[config.mk]
export PLATFORM = sky130hd
export DESIGN_NAME = uart_frame_engine
export DESIGN_NICKNAME = d
export VERILOG_FILES = /design/src/rtl/ufe_pkg.sv /design/src/rtl/ufe_bit_timer.sv /design/src/rtl/ufe_tx.sv /design/src/rtl/ufe_rx.sv /design/src/rtl/uart_frame_engine.sv
export SDC_FILE = /design/constraint.sdc
export NUM_CORES = 1
export LEC_CHECK = 0
export CELL_PAD_IN_SITES_DETAIL_PLACEMENT = 1
export CELL_PAD_IN_SITES_GLOBAL_PLACEMENT = 1
export CORE_ASPECT_RATIO = 0.7
export CORE_UTILIZATION = 35
export CTS_CLUSTER_DIAMETER = 50
export DETAILED_ROUTE_END_ITERATION = 8
export DONT_BUFFER_PORTS = 1
export HOLD_SLACK_MARGIN = 0.06
export PLACE_DENSITY_LB_ADDON = 0.08
export SETUP_SLACK_MARGIN = 0.3
export SLEW_MARGIN = 5
export SYNTH_ARGS = -nofsm -noshare
export SYNTH_HDL_FRONTEND = slang
export SYNTH_SLANG_ARGS = --single-unit
[constraint.sdc]
create_clock -name clk -period 3.55 [get_ports clk]
set_clock_uncertainty 0.2 [all_clocks]
set_input_delay 0 -clock clk [delete_from_list [all_inputs] [get_ports clk]]
set_output_delay 0 -clock clk [all_outputs]
set_load 0.01 [all_outputs]
[src/rtl/ufe_pkg.sv]
package ufe_pkg;

    localparam int CHAR_W = 8;

    typedef enum logic [2:0] {
        PH_IDLE,
        PH_START,
        PH_DATA,
        PH_PAR,
        PH_STOP1,
        PH_STOP2,
        PH_HOLD
    } phase_e;

    typedef struct packed {
        logic [1:0] len_code;
        logic       par_en;
        logic       par_odd;
        logic       two_stop;
    } frame_fmt_t;

    typedef struct packed {
        logic [CHAR_W-1:0] data;
        logic              par_err;
        logic              frm_err;
        logic              brk;
    } rx_char_t;

    // Number of data bits for a length code (code 0 is the full width).
    function automatic logic [3:0] bits_of(input logic [1:0] code);
        case (code)
            2'd1:    return 4'd5;
            2'd2:    return 4'd6;
            2'd3:    return 4'd7;
            default: return 4'd8;
        endcase
    endfunction

    function automatic logic [CHAR_W-1:0] mask_of(input logic [1:0] code);
        case (code)
            2'd1:    return 8'h1F;
            2'd2:    return 8'h3F;
            2'd3:    return 8'h7F;
            default: return 8'hFF;
        endcase
    endfunction

    // Parity bit value that gives the requested sense over the used bits.
    function automatic logic parity_of(input logic [CHAR_W-1:0] d,
                                       input logic [1:0] code,
                                       input logic odd);
        return (^(d & mask_of(code))) ^ odd;
    endfunction

    // Receive bits enter at the top; move them down to bit 0.
    function automatic logic [CHAR_W-1:0] align_rx(input logic [CHAR_W-1:0] sr,
                                                   input logic [1:0] code);
        case (code)
            2'd1:    return sr >> 3;
            2'd2:    return sr >> 2;
            2'd3:    return sr >> 1;
            default: return sr;
        endcase
    endfunction

endpackage

[src/rtl/ufe_bit_timer.sv]
module ufe_bit_timer #(
    parameter int DIV_W = 16
) (
    input  logic             clk,
    input  logic             clr,
    input  logic             run,
    input  logic [DIV_W-1:0] limit,
    output logic             hit
);
    logic [DIV_W-1:0] cnt;

    assign hit = (cnt >= limit);

    always_ff @(posedge clk) begin
        if (clr || !run || hit)
            cnt <= '0;
        else
            cnt <= cnt + 1'b1;
    end
endmodule

[src/rtl/ufe_tx.sv]
module ufe_tx
    import ufe_pkg::*;
#(
    parameter int DIV_W = 16
) (
    input  logic              clk,
    input  logic              clr,
    input  logic [DIV_W-1:0]  div,
    input  frame_fmt_t        fmt,
    input  logic              out_en,
    input  logic              tx_en,
    input  logic              tx_valid,
    input  logic [CHAR_W-1:0] tx_data,
    output logic              tx_ready,
    output logic              txd
);
    phase_e            phase;
    frame_fmt_t        fmt_q;
    logic [CHAR_W-1:0] shreg;
    logic [3:0]        left;
    logic              par_q;
    logic              hit;
    logic              line;
    logic              take;

    ufe_bit_timer #(.DIV_W(DIV_W)) u_tmr (
        .clk  (clk),
        .clr  (clr),
        .run  (phase != PH_IDLE),
        .limit(div),
        .hit  (hit)
    );

    assign tx_ready = tx_en && (phase == PH_IDLE);
    assign take     = tx_valid && tx_ready;

    always_ff @(posedge clk) begin
        if (clr) begin
            phase <= PH_IDLE;
            fmt_q <= '0;
            shreg <= '0;
            left  <= '0;
            par_q <= 1'b0;
        end else begin
            case (phase)
                PH_IDLE: if (take) begin
                    phase <= PH_START;
                    fmt_q <= fmt;
                    shreg <= tx_data;
                    par_q <= parity_of(tx_data, fmt.len_code, fmt.par_odd);
                    left  <= bits_of(fmt.len_code) - 4'd1;
                end
                PH_START: if (hit) phase <= PH_DATA;
                PH_DATA: if (hit) begin
                    shreg <= shreg >> 1;
                    if (left == 4'd0)
                        phase <= fmt_q.par_en ? PH_PAR : PH_STOP1;
                    else
                        left <= left - 4'd1;
                end
                PH_PAR:   if (hit) phase <= PH_STOP1;
                PH_STOP1: if (hit) phase <= fmt_q.two_stop ? PH_STOP2 : PH_IDLE;
                PH_STOP2: if (hit) phase <= PH_IDLE;
                default:  phase <= PH_IDLE;
            endcase
        end
    end

    always_comb begin
        case (phase)
            PH_START: line = 1'b0;
            PH_DATA:  line = shreg[0];
            PH_PAR:   line = par_q;
            default:  line = 1'b1;
        endcase
    end

    assign txd = out_en ? line : 1'b1;
endmodule

[src/rtl/ufe_rx.sv]
module ufe_rx
    import ufe_pkg::*;
#(
    parameter int DIV_W = 16
) (
    input  logic              clk,
    input  logic              rst,
    input  logic              clr,
    input  logic [DIV_W-1:0]  div,
    input  frame_fmt_t        fmt,
    input  logic              rx_en,
    input  logic              rxd,
    output logic              rx_valid,
    output rx_char_t          rx_char
);
    logic [1:0]        sync;
    logic              rxs;
    phase_e            phase;
    frame_fmt_t        fmt_q;
    logic [CHAR_W-1:0] shreg;
    logic [3:0]        left;
    logic              par_bit;
    logic              hit;
    logic [DIV_W-1:0]  limit;
    logic [CHAR_W-1:0] word;
    logic              all_low;
    rx_char_t          cur;

    always_ff @(posedge clk) begin
        if (rst) sync <= 2'b11;
        else     sync <= {sync[0], rxd};
    end
    assign rxs = sync[1];

    // The start bit is checked half a bit in; later bits a full bit apart.
    assign limit = (phase == PH_START) ? (div >> 1) : div;

    ufe_bit_timer #(.DIV_W(DIV_W)) u_tmr (
        .clk  (clk),
        .clr  (clr),
        .run  (phase != PH_IDLE && phase != PH_HOLD),
        .limit(limit),
        .hit  (hit)
    );

    always_comb begin
        word        = align_rx(shreg, fmt_q.len_code);
        all_low     = (word == '0) && (!fmt_q.par_en || !par_bit) && !rxs;
        cur.data    = word;
        cur.brk     = all_low;
        cur.frm_err = !rxs && !all_low;
        cur.par_err = fmt_q.par_en && !all_low &&
                      (par_bit != parity_of(word, fmt_q.len_code, fmt_q.par_odd));
    end

    always_ff @(posedge clk) begin
        if (clr) begin
            phase    <= PH_IDLE;
            rx_valid <= 1'b0;
            rx_char  <= '0;
            fmt_q    <= '0;
            shreg    <= '0;
            left     <= '0;
            par_bit  <= 1'b0;
        end else begin
            rx_valid <= 1'b0;
            case (phase)
                PH_IDLE: if (rx_en && !rxs) begin
                    phase <= PH_START;
                    fmt_q <= fmt;
                    shreg <= '0;
                    left  <= bits_of(fmt.len_code) - 4'd1;
                end
                PH_START: if (hit) phase <= rxs ? PH_IDLE : PH_DATA;
                PH_DATA: if (hit) begin
                    shreg <= {rxs, shreg[CHAR_W-1:1]};
                    if (left == 4'd0)
                        phase <= fmt_q.par_en ? PH_PAR : PH_STOP1;
                    else
                        left <= left - 4'd1;
                end
                PH_PAR: if (hit) begin
                    par_bit <= rxs;
                    phase   <= PH_STOP1;
                end
                PH_STOP1: if (hit) begin
                    rx_valid <= 1'b1;
                    rx_char  <= cur;
                    phase    <= rxs ? PH_IDLE : PH_HOLD;
                end
                PH_HOLD: if (rxs) phase <= PH_IDLE;
                default: phase <= PH_IDLE;
            endcase
        end
    end
endmodule

[src/rtl/uart_frame_engine.sv]
module uart_frame_engine
    import ufe_pkg::*;
#(
    parameter int DIV_W = 16
) (
    input  logic              clk,
    input  logic              rst,
    input  logic              sw_clear,
    input  logic [DIV_W-1:0]  baud_div,
    input  logic [1:0]        len_code,
    input  logic              par_en,
    input  logic              par_odd,
    input  logic              two_stop,
    input  logic              out_en,
    input  logic              tx_en,
    input  logic              rx_en,
    input  logic              tx_valid,
    input  logic [CHAR_W-1:0] tx_data,
    output logic              tx_ready,
    output logic              txd,
    input  logic              rxd,
    output logic              rx_valid,
    output logic [CHAR_W-1:0] rx_data,
    output logic              rx_par_err,
    output logic              rx_frm_err,
    output logic              rx_brk
);
    frame_fmt_t fmt;
    rx_char_t   rch;
    logic       clr_all;

    assign fmt     = '{len_code: len_code, par_en: par_en, par_odd: par_odd,
                       two_stop: two_stop};
    assign clr_all = rst || sw_clear;

    ufe_tx #(.DIV_W(DIV_W)) u_tx (
        .clk     (clk),
        .clr     (clr_all),
        .div     (baud_div),
        .fmt     (fmt),
        .out_en  (out_en),
        .tx_en   (tx_en),
        .tx_valid(tx_valid),
        .tx_data (tx_data),
        .tx_ready(tx_ready),
        .txd     (txd)
    );

    ufe_rx #(.DIV_W(DIV_W)) u_rx (
        .clk     (clk),
        .rst     (rst),
        .clr     (clr_all),
        .div     (baud_div),
        .fmt     (fmt),
        .rx_en   (rx_en),
        .rxd     (rxd),
        .rx_valid(rx_valid),
        .rx_char (rch)
    );

    assign rx_data    = rch.data;
    assign rx_par_err = rch.par_err;
    assign rx_frm_err = rch.frm_err;
    assign rx_brk     = rch.brk;
endmodule

# == Word level (Yosys, flattened, before mapping) ==
# Index checks and enable logic that the tools add are counted.
# word_totals
word_cells,163
input_bits,37
output_inout_bits,14
register_bits,84
# classes
n_mux,52
n_lt_le_gt_ge,2
bitwise,5
n_eq_ne,34
n_addsub,6
reduce_logical,43
# op_table
cell,n
case mux 8 bit (3 select lines),3
2-to-1 mux 8 bit,7
2-to-1 mux 3 bit,18
2-to-1 mux 4 bit,12
case mux 3 bit (6 select lines),2
"adder 16 x 1 -> 16 bit, second input constant",2
greater-or-equal comparator 16 bit,2
case mux 8 bit (2 select lines),2
"!= test 2 bit, second input constant",11
bitwise AND 8 bit,2
2-to-1 mux 16 bit,1
case mux 4 bit (2 select lines),2
parity 8 bit,2
"subtractor 4 x 1 -> 4 bit, second input constant",4
AND reduction 7 bit,2
"== test 3 x 2 -> 1 bit, second input constant",4
"== test 3 bit, second input constant",4
case mux 4 bit (3 select lines),1
"!= test 2 x 1 -> 1 bit, second input constant",5
logical AND 1 bit,9
"== test 2 bit, second input constant",4
logical NOT 4 bit,2
logical NOT 8 bit,1
AND reduction 2 bit,4
other kinds (17),36

# == Logic depth before layout (Yosys ltp) ==
# Gate-level depths: netlist of run 1.
# logic_depth
depth_word,9
mapped_depth,14
mapped_depth_nobuf,11

# == Cells and area by module ==
# Synthesis of run 1 repeated with hierarchy kept, for this count alone.
# unflattened
hier_cells,631
hier_area_um2,5385.2
# modules_own_cells
mod,cells_per_inst,instances,seq_area_each_um2,area_per_inst_um2
ufe_rx,224,1,680.7,1958.1
ufe_bit_timer (u_tx.u_tmr),135,1,320.3,1176.1
ufe_tx,145,1,360.3,1128.6
ufe_bit_timer (u_rx.u_tmr),126,1,320.3,1116.1
uart_frame_engine,1,1,0.0,6.3

# == Least setup slack after synthesis of run 1 ==
# OpenSTA, ideal clock, no wires.
# synth_timing
path_kind,register to register
from,register u_rx.phase[2]
to,register u_rx.rx_char[6] (netlist name)
path_buffers,3
arrival_time_ns,3.155
path_slack_ns,0.080
path_stages_with_launch,15
setup_time_ns,0.115
required_ns,3.235
period_less_slack_ns,3.470
cell_sequence,dfxtp_1 buf_2 nand2b_1 nor2_1 buf_2 mux2i_1 ha_1 and3_1 o21ai_1 a311oi_2 nor3_4 a21boi_4 buf_6 mux2i_1 and2_1
# synth_via
elab_chain_cells,4
elab_cells_between_ends,5
classes_between,1 x order compare; 2 x eq/ne; 1 x mux; 1 x reduce/logical
# synth_rtl
element,line_no,rtl
start: declaration,ufe_rx.sv:18,phase_e phase;
start signal: assignment,ufe_rx.sv:74,PH_START: if (hit) phase <= rxs ? PH_IDLE : PH_DATA;
start signal: assignment,ufe_rx.sv:78,phase <= fmt_q.par_en ? PH_PAR : PH_STOP1;
start signal: assignment,ufe_rx.sv:89,phase <= rxs ? PH_IDLE : PH_HOLD;
== test 3 x 1 -> 1 bit,ufe_rx.sv:36,assign limit = (phase == PH_START) ? (div >> 1) : div;
2-to-1 mux 16 bit,ufe_rx.sv:36,
greater-or-equal comparator 16 bit,ufe_bit_timer.sv:12,assign hit = (cnt >= limit);
AND reduction 2 bit (no line) (*),-,
end signal: assignment,ufe_rx.sv:88,rx_char <= cur;
end: declaration,ufe_rx.sv:14,output rx_char_t rx_char
# Every way passes the cells marked *; elsewhere a longest branch is shown, timed or not.
# A chain may end at the register's enable or synchronous reset.

# == Final worst setup path of run 1 ==
# layout_timing
from,register u_rx.phase[2]
to,register u_rx.rx_char[5] (netlist name)
# The elaborated chain is that of the path after synthesis.

==> impl_metrics.ini, run 1 <==
[synth]
avgSynthCellArea_sq_um = 8.79
synthCells = 602
synth-async-reset-ratio_pct = 0
synth_area_sq_um = 5290
synth_top_area_share_pct = 31.8
ys_seq_area_share_pct = 31.8
ys_ff_latch = 84
synth_area_leaders = dfxtp_1 32%, ha_1 11%, mux2i_1 7.6%
ys_types = 67
synth-main-ff-cell = dfxtp_1
syn_nets = 686
yosysTopAreaCell = dfxtp_1
synth_edf_count = 0
ys_warn_count = 0

[timing]
period_minus_slack_ns = 3.07
finalSetupTns_ns = 0
maxSlewViolCount = 0
setup_violations = 0
fin_crit_sh_pct = 86.5
max_freq_mhz = 326
worst_slack_ns = 0.479
worstMarginPinSlew_ns = 1.07
rsz0062_at_grt = false
worst_slew_margin_rel_pct = 29.0
hold_viol = 0

[place]
port_buffers = 0
place.gp.congestion = 0.764
dp_hpwl_um = 10200
place_ws_ns = 0.141

[clock_tree]
clk_pin_slew_ns = 0.06
cts_buffers = 9
clockBufferDepth = 2
cts_tree = done
clk_latency_ns = 0.36
cts_htree_levels = 3
cts_sinks = 84
cts_root_buf = clkbuf_16

[critical_path]
worstSetupStartpointType = flop
critPathMaxFanout = 8
critPathSlowestCell = nor3_4
crit_family = simple AND/OR/NAND/NOR gates
path_class = flop to flop
crit_buf_inv = 2
slowest_delay_ns = 0.48
required_ns = 3.60
crit_chain = nand2b_4, nor2_4, buf_4, mux2i_1, ha_1, and3_1, o21ai_2, a311oi_2, nor3_4, a21boi_4, buf_12, mux2i_1, and2_1
ff2ff_path_depth = 13
arrival_ns = 3.12
reg2reg_slack_ns = 0.48
crit_top_cell = mux2i_1
critical_path.endpoint_type = flop
crit_cells = 13

[pwr]
combPwrFrac_pct = 8.9
p_per_area_nw_per_um2 = 352
p_sw_mw = 0.533
power_leakage_nw = 2.30
clock_power_share_pct = 46.3
power.internal_mw = 1.61
seqPwrFrac_pct = 44.8
switching_share_pct = 24.9
ir_worst_vdd_v = 0.000182

[die]
die-area_sq_um = 15600
die_w_um = 149
num_io_pins = 51
placementRows = 37
die_height_um = 105
initial_core_util_pct = 35.9
core_sq_um = 14700

[route]
drtAntennaViolNets = 0
drc = 0
wl_per_cell_um = 16.5
firstDrtPassIters = 4
routed_wl_um = 13600
num_vias = 4311
vias_per_cell = 5.22
drt-initial-drc-count = 178

[finish]
fillerInstances = 1724
fin_nets = 710
synthToLayoutAreaGrowth_pct = 14.8
drive_gt1_share_pct = 9.67
diodes = 0

[hold_path]
hold_class = input pin to flop
whs_path_depth = 4

[outcome]
outcome = finished clean

[global_route]
grt_max_degree = 35
grt_pass1_wl_um = 23000
gr-total-overflow = 0
grt_pass1_vias = 4552
antenna_found_initial = 0
grt_usage_pct = 18.8

[flow_run]
drv_cap = 0
==> through the flow <==
stage | utilization, % | hold slack, ns | instances | power, mW | instance area [sq um]
6_report | 41.3 | 0.0749 | 826 | 2.14 | 6080
5_1_grt | 41.3 | 0.0832 | 826 | 2.23 | 6080
4_1_cts | 41.1 | 0.0783 | 825 | 2.18 | 6060
3_5_place_dp | 37.2 | -0.0877 | 784 | 1.15 | 5480
3_3_place_gp | 37.2 | -0.0921 | 784 | 1.14 | 5480
2_1_floorplan | - | -0.0962 | 602 | 1.11 | 5300
==> layout make-up <==
cell class	count	area (sq um)	area share (%)
Clock buffer	10	239	3.93
Clock inverter	6	71.3	1.17
Inverter	44	165	2.72
Multi-Input combinational cell	453	3350	55.1
Sequential cell	84	1680	27.7
Tap cell	195	244	4.02
Timing Repair Buffer	34	324	5.33
==> state kept, by name, indices dropped and copies added (netlist names) <==
| name | flops |
|---|---|
| u_rx.fmt_q | 4 |
| u_rx.left | 4 |
| u_rx.par_bit | 1 |
| u_rx.phase | 3 |
| u_rx.rx_char | 11 |
| u_rx.rx_valid | 1 |
| u_rx.shreg | 8 |
| u_rx.sync | 2 |
| u_rx.u_tmr.cnt | 16 |
| u_tx.fmt_q | 2 |
| u_tx.left | 4 |
| u_tx.par_q | 1 |
| u_tx.phase | 3 |
| u_tx.shreg | 8 |
| u_tx.u_tmr.cnt | 16 |
==> cells in the final DEF (no fill, tap or decap), types with 11 or more instances in the layout <==
cell type / n
nand3_1: 23
ha_1: 47
nand2_1: 37
mux2i_1: 39
o21ai_0: 18
nor2_1: 71
dlygate4sd3_1: 21
xor2_1: 17
inv_1: 43
a21oi_1: 29
dfxtp_1: 84
xnor2_1: 28
nor2b_1: 11
buf_4: 11
==> cell usage after synthesis, drive strengths merged, types with 3 or more instances <==
cell / instances
o211ai: 6
clkbuf: 11
dfxtp: 84
a211o: 4
a21oi: 31
nand2b: 5
ha: 47
and2: 9
nor2b: 11
a222oi: 5
xnor2: 28
a22o: 9
nor3: 4
xor2: 17
buf: 10
nand2: 37
and3: 10
o21a: 3
nand4: 9
a31oi: 3
nor4: 3
inv: 43
mux2i: 40
nor2: 82
and4: 3
nand3b: 3
nand3: 23
o21ai: 21
a211oi: 9
or2: 3
==> power groups by stage <==
stage	combinational, mW	clock [mW]	sequential (mW)
after global placement	0.162	0	0.980
final	0.190	0.990	0.959
after floorplan	0.132	0	0.977
after global routing	0.212	1.06	0.960
after detailed placement	0.168	0	0.981
after CTS	0.192	1.03	0.959
==> final timing paths <==
check | endpoint | startpoint
max | u_rx.rx_char[5] | u_rx.phase[2]
min | u_tx.phase[1] | tx_en
max reg2reg | u_rx.rx_char[5] | u_rx.phase[2]
min reg2reg | u_rx.sync[1] | u_rx.sync[0]
==> repair_timing <==
action	in CTS	in global routing
resized for setup	3	3
hold buffers	21	0
hold endpoints to repair	34	0
buffers inserted	4	1
endpoints found under the setup margin	24	25
gates cloned	0	0
pin swaps	4	5
==> per-layer routing <==
layer  vias to the layer above  part of all wire [%]  global-route usage (%)
met5                         -                     0                       0
met4                         0                   2.1                    6.78
met3                        18                   2.6                    4.24
met2                        52                    42                    28.2
met1                      2080                    53                    26.0
li1                       2161                     -                       -
==> logic make-up (layout without fill, tap and decap cells) <==
family / Yosys count / count (layout) / synth area share [%]
AND/OR/NAND/NOR: 206 / 206 / 20.2
AO/OA/AOI/OAI: 113 / 113 / 16.0
multiplexers: 42 / 42 / 7.99
adder cells (fa/ha/maj): 47 / 47 / 11.1
XOR/XNOR: 45 / 45 / 7.45
buffers and inverters: 65 / 94 / 5.46
flip-flops: 84 / 84 / 31.8
==> worst min-delay path: cells and delay by family <==
kind | cells | cell delay [ns]
AOI/OAI and AO/OA | 3 | 0.38
and+or+nand+nor | 1 | 0.20
(Power assumes the default switching activity.)
==> run 2, diff against run 1 <==
--- a/config.mk
+++ b/config.mk
@@ -8,6 +8,7 @@
 export CELL_PAD_IN_SITES_DETAIL_PLACEMENT = 1
 export CELL_PAD_IN_SITES_GLOBAL_PLACEMENT = 1
 export CORE_ASPECT_RATIO = 0.7
+export CORE_MARGIN = 8
 export CORE_UTILIZATION = 35
 export CTS_CLUSTER_DIAMETER = 50
 export DETAILED_ROUTE_END_ITERATION = 8
==> run 2 against run 1 <==
Effect of this change:
- combinational power hardly changed
- core utilization up 0.15 points
- sequential share of layout area shrank 0.10 points
- setup slack worse by 0.037 ns
- sequential power barely moved
- first-iteration DRC count is 16% higher
- non-clock buffer count up 1
==> impl_metrics.ini, run 2 (synthesized netlist as in run 1, its figures left out) <==
[outcome]
outcome = finished clean

[pwr]
power.internal_mw = 1.71
power_leakage_nw = 2.32
combPwrFrac_pct = 8.5
seqPwrFrac_pct = 43.3
p_per_area_nw_per_um2 = 363
ir_worst_vdd_v = 0.000209
clock_power_share_pct = 48.1
switching_share_pct = 22.5
p_sw_mw = 0.499

[finish]
layout_top_registers = u_rx.u_tmr.cnt: 16 flops, u_tx.u_tmr.cnt: 16 flops, u_rx.rx_char: 11 flops
fin_nets = 711
layout_common_cells = 84 x dfxtp_1, 71 x nor2_1, 47 x ha_1
final_area_sq_um = 6100
synthToLayoutAreaGrowth_pct = 15.3
diodes = 0
final_common_cell = dfxtp_1
drive_gt1_share_pct = 9.52

[global_route]
grt_max_degree = 35
antenna_found_initial = 0
gr-total-overflow = 0
grt_pass1_vias = 4508
grt_usage_pct = 15.1
grt_pass1_wl_um = 24000

[critical_path]
crit_chain = nand2b_2, nor2_4, buf_8, mux2i_1, ha_1, a21oi_1, o21a_4, and3_4, a22o_4, a211o_4, nor4_4, mux2i_1
slowest_delay_ns = 0.35
reg2reg_slack_ns = 0.44
critical_path.endpoint_type = flop
crit_top_cell = mux2i_1
path_class = flop to flop
critPathSlowestCell = a211o_4
arrival_ns = 3.17
required_ns = 3.61
critPathMaxFanout = 12
worstSetupStartpointType = flop

[timing]
worstMarginPinSlew_ns = 1.06
rsz0062_at_grt = false
worst_slew_margin_rel_pct = 29.2
setup_violations = 0
period_minus_slack_ns = 3.11
max_freq_mhz = 322
hold_viol = 0
fin_crit_sh_pct = 87.5
finalSetupTns_ns = 0
maxSlewViolCount = 0

[clock_tree]
cts_root_buf = clkbuf_16
cts_htree_levels = 3
clk_pin_slew_ns = 0.07
clk_latency_ns = 0.34
cts_sinks = 84
cts_tree = done
clockBufferDepth = 2
cts_buffers = 9

[place]
dp_hpwl_um = 10700
dpl_cell_area_sq_um = 5490
place.gp.congestion = 0.749
port_buffers = 0

[route]
drtAntennaViolNets = 0
vias_per_cell = 5.21
drt-initial-drc-count = 207
firstDrtPassIters = 7
drc = 0
num_vias = 4302
routed_wl_um = 14200
wl_per_cell_um = 17.2

[die]
die_w_um = 163
placementRows = 37
die_height_um = 119
core_sq_um = 14700
initial_core_util_pct = 35.9
num_io_pins = 51
die-area_sq_um = 19400

[hold_path]
hold_class = input pin to flop

[flow_run]
drv_cap = 0
run 2: routing by layer:
metal | GRT usage, % | wire length [um]
met1 | 21.3 | 7370
met3 | 3.61 | 504
met2 | 22.5 | 6190
met5 | 0 | 0
met4 | 4.06 | 155
run 2: what timing repair did:
item	4_1_cts	5_1_grt
gates resized for setup	0	6
pin swaps	0	5
hold buffers	20	0
cloned	0	0
setup buffers	1	5
setup endpoints to repair	12	43
endpoints found under the hold margin	34	0
run 2: critical path: cells and delay by family, from the launching register on:
family,cells,cell delay [ns]
DFF,1,0.30
and+or+nand+nor,4,0.75
muxes,2,0.30
buffers and inverters,1,0.18
adders and majority gates,1,0.31
AOI/OAI and AO/OA,4,0.99
run 2: path summary, 6_finish.rpt:
kind	endpoint	cells after the start	from
hold reg to reg	u_rx.sync[1]	1	u_rx.sync[0]
hold / removal	u_rx.left[2]	4	rx_en
setup / recovery	u_rx.left[3]	12	u_rx.phase[2]
setup reg to reg	u_rx.left[3]	12	u_rx.phase[2]
run 2: cell type report:
cell class,instances,area [sq um]
multi-input cells,453,3340
flip-flops and latches,84,1680
clock buffers,9,225
clock inverters,5,103
well taps,195,244
inverters,44,165
fillers,1711,8620
repair buffers,35,337
run 2: power by group through the flow:
stage / registers (mW) / clock network [mW] / logic (mW)
6_report: 0.959 / 1.07 / 0.188
5_1_grt: 0.960 / 1.14 / 0.212
4_1_cts: 0.959 / 1.10 / 0.188
3_5_place_dp: 0.980 / 0 / 0.167
3_3_place_gp: 0.980 / 0 / 0.161
2_1_floorplan: 0.977 / 0 / 0.132
run 2: through the flow:
stage          worst slack (ns)  hold WS (ns)  total power, mW  util, %  std cells
6_report                  0.442        0.0866             2.21     41.4        825
5_1_grt                   0.276         0.117             2.31     41.4        825
4_1_cts                   0.325        0.0753             2.25     40.9        820
3_5_place_dp              0.271       -0.0849             1.15     37.3        785
3_3_place_gp              0.422       -0.0933             1.14     37.3        785
2_1_floorplan             0.333       -0.0962             1.11        -        602
==> run 3, diff against run 2 <==
--- a/config.mk
+++ b/config.mk
@@ -5,6 +5,7 @@
 export SDC_FILE = /design/constraint.sdc
 export NUM_CORES = 1
 export LEC_CHECK = 0
+export ABC_AREA = 1
 export CELL_PAD_IN_SITES_DETAIL_PLACEMENT = 1
 export CELL_PAD_IN_SITES_GLOBAL_PLACEMENT = 1
 export CORE_ASPECT_RATIO = 0.7
==> run 3 against run 2 <==
Effect of this change:
- global-route usage rose by 1.1 points
- register-to-register slack improved by 0.11 ns
- flip-flop and latch count stayed put
- clock-buffer cell count unchanged
- routed wire length grew 8.5%
- total power up 37%
- via count increased by 17%
- critical path depth fell by 4
- non-clock buffer count grew 12
- clock power is 11% lower
- hold slack lost 0.012 ns
- area after synthesis increased by 1.3%
- highest routed layer unchanged
==> impl_metrics.ini, run 3 <==
[outcome]
outcome = finished clean

[timing]
period_minus_slack_ns = 3.00
fin_crit_sh_pct = 84.5
finalSetupTns_ns = 0
worstMarginPinSlew_ns = 0.673
worst_slew_margin_rel_pct = 55.0
hold_viol = 0
maxSlewViolCount = 0
rsz0062_at_grt = false
max_freq_mhz = 333
whs_ns = 0.0742
setup_violations = 0

[clock_tree]
cts_tree = done
clk_latency_ns = 0.35
cts_sinks = 84
cts_root_buf = clkbuf_16
clk_pin_slew_ns = 0.07
cts_buffers = 9
cts_htree_levels = 3
clockBufferDepth = 2

[critical_path]
worstSetupStartpointType = flop
worstSetupStartpoint = u_rx.phase[1]
path_class = flop to flop
critPathMaxFanout = 6
critical_path.endpoint_type = flop
arrival_ns = 3.04
required_ns = 3.59
r2r-start = u_rx.phase[1]

[finish]
fillerInstances = 1943
fin_nets = 907
layout_common_cells = 191 x nand2_1, 99 x inv_1, 84 x nor2_1, 84 x dfxtp_1, 58 x a21oi_1
instances_no_fill = 1028
register_area_sq_um = 1680
final_common_cell = nand2_1
final_area_sq_um = 6320
multiInputGateArea_sq_um = 3240
drive_gt1_share_pct = 7.13
layout_top_registers = u_rx.u_tmr.cnt: 16 flops, u_tx.u_tmr.cnt: 16 flops, u_rx.rx_char: 11 flops
synthToLayoutAreaGrowth_pct = 18.0
diodes = 0

[die]
initial_core_util_pct = 35.2
placementRows = 38
num_io_pins = 51
die_w_um = 164
core_sq_um = 15200
die_height_um = 120
die-area_sq_um = 19600

[synth]
ys_seq_area_share_pct = 31.4
syn_nets = 866
yosysTopAreaCell = dfxtp_1
synth-main-ff-cell = dfxtp_1
ys_ff_latch = 84
synthCells = 782
ys_types = 39
synth_area_leaders = dfxtp_1 31%, nand2_1 13%, ha_1 11%
yosysMostFrequentCell = nand2_1
synth-async-reset-ratio_pct = 0
synth_area_sq_um = 5360
avgSynthCellArea_sq_um = 6.85
ys_warn_count = 0
synth_top_area_share_pct = 31.4
synth_edf_count = 0
synth_common_cells = 192 x nand2_1, 100 x inv_1, 85 x nor2_1

[pwr]
ir_worst_vdd_v = 0.000218
clock_power_share_pct = 31.6
finalPower_mw = 3.03
power_leakage_nw = 2.71
power.internal_mw = 1.91
combPwrFrac_pct = 33.6
p_sw_mw = 1.12
switching_share_pct = 37.0
seqPwrFrac_pct = 34.8
p_per_area_nw_per_um2 = 478

[route]
routed_wl_um = 15400
wl_per_cell_um = 15.0
num_vias = 5049
drc = 0
firstDrtPassIters = 4
vias_per_cell = 4.91
drt-initial-drc-count = 191
drtAntennaViolNets = 0

[flow_run]
drv_cap = 0

[hold_path]
hold_start = rst
hold_class = input pin to flop

[place]
placedCellCount = 969
dpl_cell_area_sq_um = 5570
dp_hpwl_um = 11500
port_buffers = 0
place.gp.congestion = 0.852

[global_route]
gr-total-overflow = 0
grt_use_met3_pct = 3.97
grt_pass1_wl_um = 25900
top_usage_layer = met2
grt_usage_pct = 16.3
antenna_found_initial = 0
grt.met1_usage_pct = 22.2
grt_max_degree = 38
grt_pass1_vias = 5119
grtUsageMet2_pct = 25.3
[run 3: cell count changes after synthesis, sizes merged, moves of 9 or more]
cell	delta
mux2i	-39
a22o	-9
a21oi	+32
o21ai	+29
nor2b	-11
nor3	+15
nor2	+9
inv	+59
xnor2	-15
nand2	+158
nand3	+12
nand4	+10
[run 3: metal layers]
| layer | wire length, um | vias to the layer above |
|---|---|---|
| met5 | 0 | - |
| met4 | 157 | 0 |
| met3 | 399 | 16 |
| met2 | 6810 | 45 |
| met1 | 8060 | 2369 |
| li1 | - | 2619 |
[run 3: power groups by stage]
stage,clock (mW),combinational [mW],sequential (mW)
detailed placement,0,0.936,1.07
global route,1.02,1.16,1.06
CTS,0.986,1.01,1.05
global placement,0,0.901,1.07
finish,0.957,1.02,1.05
floorplan,0,0.746,1.06
[run 3: logic make-up (layout without fill, tap and decap cells)]
logic type                 after synthesis  count (layout)  synth area share (%)
and+or+nand+nor                        378             378                  31.9
DFF                                     84              84                  31.4
muxes                                    1               1                 0.187
buffers and inverters                  119             165                  8.54
AOI/OAI and AO/OA                      128             128                  12.9
adders and majority gates               47              47                  11.0
xor gates and xnor gates                25              25                  4.08
[run 3: area by class of cell]
cell class	instances	share of cell area [%]
multi-input cells	579	51.3
flip-flops and latches	84	26.6
repair buffers	47	7.42
inverters	102	6.11
well taps	200	3.96
clock buffers	9	3.56
clock inverters	7	1.07
[run 3: path summary, 6_finish.rpt]
path                            cells past startpoint       endpoint  slack, ns
worst max register to register                      8  u_rx.fmt_q[2]       0.55
worst min register to register                      1   u_rx.sync[1]       0.21
worst max-delay path                                8  u_rx.fmt_q[2]       0.55
worst min-delay path                                2   u_rx.sync[0]       0.07
[run 3: repair_timing]
action,CTS,global route
hold endpoints to repair,52,0
gates cloned,0,0
resized for setup,1,6
hold buffers,40,0
pin swaps,0,2
setup endpoints to repair,4,40
buffers inserted,1,2
[run 3: critical path, cell delays in order (launching register included)]
cell	delay, ns
dfxtp_1	0.36
nor2_1	0.15
nand2_1	0.16
nor3_1	0.52
inv_1	0.18
o21ai_0	0.17
dlygate4sd3_1	0.57
a21oi_1	0.04
dlygate4sd3_1	0.55
[run 3: stage by stage]
| stage | util, % | worst slack [ns] |
|---|---|---|
| 6_report | 41.6 | 0.551 |
| 5_1_grt | 41.6 | 0.339 |
| 4_1_cts | 41.3 | 0.389 |
| 3_5_place_dp | 36.6 | 0.318 |
| 3_3_place_gp | 36.6 | 0.503 |
| 2_1_floorplan | - | 0.872 |
